### src/rtl/dafir_pkg.sv
package dafir_pkg;

    typedef enum logic [0:0] {
        ST_IDLE = 1'b0,
        ST_RUN  = 1'b1
    } dafir_state_e;

    // control word handed from the sequencer to the datapath
    typedef struct packed {
        logic load;   // a sample is taken this cycle
        logic step;   // a bit-weight step is performed
        logic sign;   // this step handles the sign bit
    } dafir_ctl_t;

    function automatic int idx_bits(input int n);
        return (n > 1) ? $clog2(n) : 1;
    endfunction

    function automatic int sum_bits(input int cw, input int taps);
        return cw + ((taps > 1) ? $clog2(taps) : 0);
    endfunction

endpackage

### src/rtl/dafir_taps.sv
module dafir_taps #(
    parameter int T  = 4,
    parameter int N  = 8,
    parameter int BW = 3
) (
    input  logic           clk,
    input  logic           rst,
    input  logic           shift_en,
    input  logic [N-1:0]   din,
    input  logic [BW-1:0]  bit_sel,
    output logic [T-1:0]   addr,
    output logic [T*N-1:0] taps_flat
);
    logic [N-1:0] tap_q [T];

    always_ff @(posedge clk) begin
        if (rst) begin
            for (int i = 0; i < T; i++) tap_q[i] <= '0;
        end else if (shift_en) begin
            tap_q[0] <= din;
            for (int i = 1; i < T; i++) tap_q[i] <= tap_q[i-1];
        end
    end

    for (genvar t = 0; t < T; t++) begin : g_tap
        assign addr[t]                = tap_q[t][bit_sel];
        assign taps_flat[t*N +: N]    = tap_q[t];
    end
endmodule

### src/rtl/dafir_table.sv
module dafir_table #(
    parameter int              T     = 4,
    parameter int              CW    = 8,
    parameter int              LW    = 10,
    parameter logic [T*CW-1:0] COEFS = '0
) (
    input  logic [T-1:0]          addr,
    output logic signed [LW-1:0]  value
);
    localparam int DEPTH = 1 << T;

    function automatic logic signed [LW-1:0] entry(input int a);
        logic signed [LW-1:0] acc;
        acc = '0;
        for (int t = 0; t < T; t++) begin
            if (a[t]) acc = acc + LW'($signed(COEFS[t*CW +: CW]));
        end
        return acc;
    endfunction

    logic signed [LW-1:0] tbl [DEPTH];

    for (genvar a = 0; a < DEPTH; a++) begin : g_ent
        assign tbl[a] = entry(a);
    end

    assign value = tbl[addr];
endmodule

### src/rtl/dafir_acc.sv
module dafir_acc #(
    parameter int N  = 8,
    parameter int LW = 10,
    parameter int W  = 19
) (
    input  logic                  clk,
    input  logic                  rst,
    input  dafir_pkg::dafir_ctl_t ctl,
    input  logic signed [LW-1:0]  part,
    output logic signed [W-1:0]   acc
);
    logic signed [W-1:0] term;
    logic signed [W-1:0] shifted;
    logic signed [W-1:0] nxt;

    always_comb begin
        term    = W'(part) <<< (N - 1);
        shifted = acc >>> 1;
        nxt     = ctl.sign ? (shifted - term) : (shifted + term);
    end

    always_ff @(posedge clk) begin
        if (rst || ctl.load) acc <= '0;
        else if (ctl.step)   acc <= nxt;
    end
endmodule

### src/rtl/dafir_seq.sv
module dafir_seq #(
    parameter int N  = 8,
    parameter int BW = 3
) (
    input  logic                  clk,
    input  logic                  rst,
    input  logic                  in_valid,
    output logic                  in_ready,
    output dafir_pkg::dafir_ctl_t ctl,
    output logic [BW-1:0]         bit_idx,
    output logic                  done
);
    import dafir_pkg::*;

    dafir_state_e state;
    logic [BW-1:0] cnt;
    logic          last;

    assign in_ready = (state == ST_IDLE);
    assign last     = (state == ST_RUN) && (cnt == BW'(N - 1));
    assign bit_idx  = cnt;

    always_comb begin
        ctl.load = in_ready && in_valid;
        ctl.step = (state == ST_RUN);
        ctl.sign = last;
    end

    always_ff @(posedge clk) begin
        if (rst) begin
            state <= ST_IDLE;
            cnt   <= '0;
            done  <= 1'b0;
        end else begin
            done <= last;
            case (state)
                ST_IDLE: if (ctl.load) begin
                    state <= ST_RUN;
                    cnt   <= '0;
                end
                ST_RUN: begin
                    if (last) state <= ST_IDLE;
                    else      cnt   <= cnt + 1'b1;
                end
                default: state <= ST_IDLE;
            endcase
        end
    end
endmodule

### src/rtl/dafir_top.sv
module dafir_top #(
    parameter int              T     = 4,
    parameter int              N     = 8,
    parameter int              CW    = 8,
    parameter logic [T*CW-1:0] COEFS = {8'hF3, 8'h7F, 8'h80, 8'h25},
    localparam int             LW    = dafir_pkg::sum_bits(CW, T),
    localparam int             W     = N + LW + 1
) (
    input  logic         clk,
    input  logic         rst,
    input  logic         in_valid,
    input  logic [N-1:0] in_sample,
    output logic         in_ready,
    output logic         out_valid,
    output logic [W-1:0] out_result
);
    import dafir_pkg::*;

    localparam int BW = idx_bits(N);

    dafir_ctl_t            ctl;
    logic [BW-1:0]         bit_idx;
    logic [T-1:0]          addr;
    logic [T*N-1:0]        taps_flat;
    logic signed [LW-1:0]  part;
    logic signed [W-1:0]   acc;

    dafir_seq #(.N(N), .BW(BW)) u_seq (
        .clk(clk), .rst(rst), .in_valid(in_valid), .in_ready(in_ready),
        .ctl(ctl), .bit_idx(bit_idx), .done(out_valid)
    );

    dafir_taps #(.T(T), .N(N), .BW(BW)) u_taps (
        .clk(clk), .rst(rst), .shift_en(ctl.load), .din(in_sample),
        .bit_sel(bit_idx), .addr(addr), .taps_flat(taps_flat)
    );

    dafir_table #(.T(T), .CW(CW), .LW(LW), .COEFS(COEFS)) u_tbl (
        .addr(addr), .value(part)
    );

    dafir_acc #(.N(N), .LW(LW), .W(W)) u_acc (
        .clk(clk), .rst(rst), .ctl(ctl), .part(part), .acc(acc)
    );

    assign out_result = acc;
endmodule

### config.mk
export PLATFORM = sky130hd
export DESIGN_NAME = dafir_top
export DESIGN_NICKNAME = d
export VERILOG_FILES = /design/src/rtl/dafir_pkg.sv /design/src/rtl/dafir_taps.sv /design/src/rtl/dafir_table.sv /design/src/rtl/dafir_acc.sv /design/src/rtl/dafir_seq.sv /design/src/rtl/dafir_top.sv
export SDC_FILE = /design/constraint.sdc
export NUM_CORES = 1
export LEC_CHECK = 0
export BUFFER_PORTS_ARGS = -buffer_cell sky130_fd_sc_hd__buf_2
export CORE_MARGIN = 10
export CORE_UTILIZATION = 54
export CTS_CLUSTER_SIZE = 8
export DETAILED_ROUTE_END_ITERATION = 16
export PLACE_DENSITY = 0.78
export SETUP_SLACK_MARGIN = 0.05
export SLEW_MARGIN = 0
export SYNTH_ARGS = -nofsm -noshare
export SYNTH_HDL_FRONTEND = slang
export SYNTH_SLANG_ARGS = --single-unit
### constraint.sdc
create_clock -name clk -period 4.2 [get_ports clk]
set_clock_uncertainty 0.15 [all_clocks]
set_input_delay 0.42 -clock clk [delete_from_list [all_inputs] [get_ports clk]]
set_output_delay 0.42 -clock clk [all_outputs]
set_load 0.005 [all_outputs]
==> metrics.csv <==
stage,metric,value,unit
sta,Slew @ Worst Pin,0.666,ns
min_path,type of the worst min-delay path,in2reg,
sta,fin crit share,105,%
drt,DRT Pass-1 Iters,5,
setup_path,CP required,4.29,ns
sta,max_slew headroom,55.6,%
placement,pre-CTS WS,-0.252,ns
drt,vias,2633,
flow_run,max-cap violations,0,
cts,clock slew at reported path FFs,0.10,ns
setup_path,r2r worst-path depth,19,
sta,Final WS setup,-0.192,ns
global_routing,largest net degree at the start of global routing,33,
status,status,finished with violations,
global_routing,first-pass GRT wire length,12.0,mm
synthesis,"Seq/Total Area, Yosys",42.9,%
final_layout,"most common cell after layout, fill and taps aside",buf_4,
status,failing checks,negative setup slack,
sta,WHS,0.228,ns
synthesis,Post-synth EDFFs,32,
synthesis,asr flop ratio synth,0,%
floorplan,I/O pins,32,
placement,GPL Wtd Cong,0.910,
floorplan,Die ar.,9780,sq um
final_layout,area grow syn2layout,25.9,%
global_routing,initial antenna violation count,0,
sta,fin crit period,4.39,ns
global_routing,vias in the first global route,2561,
min_path,hold depth,2,
final_layout,most frequent cells in the layout,"46 x buf_4, 33 x nor2_1, 33 x and2_1",
final_layout,ANT cells,0,
floorplan,Die Width,98.9,microns
global_routing,global route overflow,0,
sta,Final Hold Viols,0,
setup_path,Crit Path Max Fanout,5,
cts,Clk Tree Root Cell,clkbuf_8,
cts,clk sinks,56,
setup_path,Critical Path AT,4.48,ns
placement,PortBufs,31,
final_layout,Final Non-Filler Cells,462,
final_layout,layout net count,420,
final_layout,filler instances,398,
cts,CTS Buf Count,5,
power,P_leak,1.80,nW
synthesis,Post-Syn Area,3360,sq um
cts,worst skew pair latency,0.32,ns
synthesis,Avg Synthesized Cell Area,10.5,sq um
sta,max-slew violations,0,
setup_path,Critical R2R Capture,u_acc.acc[18],
drt,DRC Markers,0,
synthesis,Syn Inst Count,321,
min_path,hold endpoint,u_taps.tap_q[0][7],
cts,CTS tree,done,
floorplan,Die Ht,98.9,microns
final_layout,fin area,4230,sq um
floorplan,core footprint,5990,sq um
synthesis,syn_nets,355,
drt,final wirelength,7.94,mm
drt,WL/cell,17.2,microns
setup_path,reg-to-reg startpoint,u_seq.bit_idx[0],
power,overall power,1.72,mW
floorplan,initial core utilization,56.1,%
setup_path,kind of critical path,reg2reg,
drt,vias per cell,5.70,
global_routing,GRT Util Overall,14.7,%
sta,RSZ-0062 raised after global routing,true,
cts,hold buffers post-CTS,0,
power,PD cells,407,nW/um^2
synthesis,"Primary FF master, synth",edfxtp_1,
cts,# H-tree levels,2,
synthesis,Yosys Warn Count,0,
sta,Achievable Freq,228,MHz
power,worst IR drop on VDD,0.210,mV
drt,post-route ant nets,0,
placement,DP Cell Count,436,
placement,HPWL Detailed,4.97,mm
placement,dpl cell area,3800,sq um
drt,Detailed Route Iter0 Violations,167,
min_path,min-delay src,in_sample[7],
setup_path,crit end category,register,
synthesis,flop and latch count out of synthesis,56,
setup_path,Critical Path Source Type,register,
sta,final setup violating endpoints,4,
floorplan,Cell Rows,28,
setup_path,r2r setup slk,-0.19,ns
synthesis,"Distinct cells, synth",49,
final_layout,layout cells sized above 1,37.5,%
cts,maximum clock insertion buffer count,2,
## synthesized netlist by cell type (3+ instances only)
| cell | instances | area, sq um |
|---|---|---|
| nand3_1 | 3 | 15.0 |
| clkbuf_1 | 8 | 30.0 |
| inv_1 | 11 | 41.3 |
| o21ai_0 | 6 | 30.0 |
| and2_1 | 33 | 206 |
| mux4_2 | 8 | 180 |
| or3_1 | 4 | 25.0 |
| mux2i_1 | 17 | 170 |
| buf_4 | 7 | 52.6 |
| ha_1 | 22 | 275 |
| nor2_1 | 38 | 143 |
| edfxtp_1 | 32 | 961 |
| nor3b_1 | 3 | 22.5 |
| buf_1 | 4 | 15.0 |
| buf_6 | 3 | 33.8 |
| dfxtp_1 | 24 | 480 |
| a21oi_1 | 21 | 105 |
| nand2b_1 | 3 | 18.8 |
| nand2_1 | 17 | 63.8 |
| nor3_1 | 8 | 40.0 |
| xnor2_1 | 9 | 78.8 |
## area by class of cell
cell class,instances,area [sq um],area share [%]
clock buffer,6,72.6,1.71
clock inverter,2,38.8,0.916
multi-input combinational,230,1970,46.4
timing repair buffer,82,574,13.6
inverter,11,41.3,0.975
tap,75,93.8,2.22
sequential,56,1450,34.2
## how the worst max path moves through the flow
stage               endpoint        startpoint  cells after the start
2_1_floorplan  u_acc.acc[17]  u_seq.bit_idx[0]                     19
3_5_place_dp   u_acc.acc[18]  u_seq.bit_idx[0]                     18
3_3_place_gp   u_acc.acc[18]  u_seq.bit_idx[0]                     18
6_report       u_acc.acc[18]  u_seq.bit_idx[0]                     19
5_1_grt        u_acc.acc[18]  u_seq.bit_idx[0]                     20
4_1_cts        u_acc.acc[18]  u_seq.bit_idx[0]                     20
## what timing repair did
item	CTS	global route
pin swaps	18	14
buffers inserted	10	8
gates resized for setup	25	14
setup endpoints to repair	4	6
## power by group
group,internal (mW),switching (mW),leakage (nW)
sequential,0.619,0.0257,0.543
combinational,0.365,0.350,1.20
clock,0.181,0.181,0.0558
## stage by stage
step	TNS (ns)	utilization (%)
2_1_floorplan	0	-
3_3_place_gp	-0.0761	63.4
3_5_place_dp	-0.399	63.4
4_1_cts	-0.0697	68.4
5_1_grt	-1.35	70.7
6_report	-0.396	70.7
## critical path, cell delays in order (launching register included)
cell      delay (ns)
dfxtp_4         0.39
buf_12          0.12
mux4_2          0.53
mux2i_4         0.19
buf_6           0.14
ha_4            0.16
nor2_4          0.05
mux2i_4         0.25
a21oi_4         0.11
ha_4            0.26
a21oi_4         0.16
ha_1            0.25
nor2b_1         0.15
o31a_1          0.27
o211ai_1        0.28
a21oi_2         0.12
nor3_2          0.17
nor4_1          0.09
or3_1           0.34
a21oi_2         0.13
## registers in the layout, indices dropped and copies added, names as in the netlist
| signal | count |
|---|---|
| u_seq.done | 1 |
| u_seq.state | 1 |
| u_acc.acc | 19 |
| u_seq.bit_idx | 3 |
| u_taps.tap_q | 32 |
## layer usage
metal / global-route usage, % / vias to the layer above / share of wire (%)
li1: - / 1259 / -
met1: 16.9 / 1258 / 40
met2: 26.4 / 103 / 54
met3: 2.65 / 13 / 5.1
met4: 5.07 / 0 / 1.5
met5: 0 / - / 0
## cell families (layout without fill, tap and decap cells)
logic type	after synthesis	after routing	synth area share, %
multiplexers	31	31	13.3
AND/OR/NAND/NOR	117	117	17.5
buffers and inverters	35	101	5.44
AO/OA/AOI/OAI	48	48	9.27
adder cells (fa/ha/maj)	23	23	8.79
flip-flops	56	56	42.9
XOR/XNOR	11	11	2.87
No activity file was read; power rests on OpenSTA's default activity.
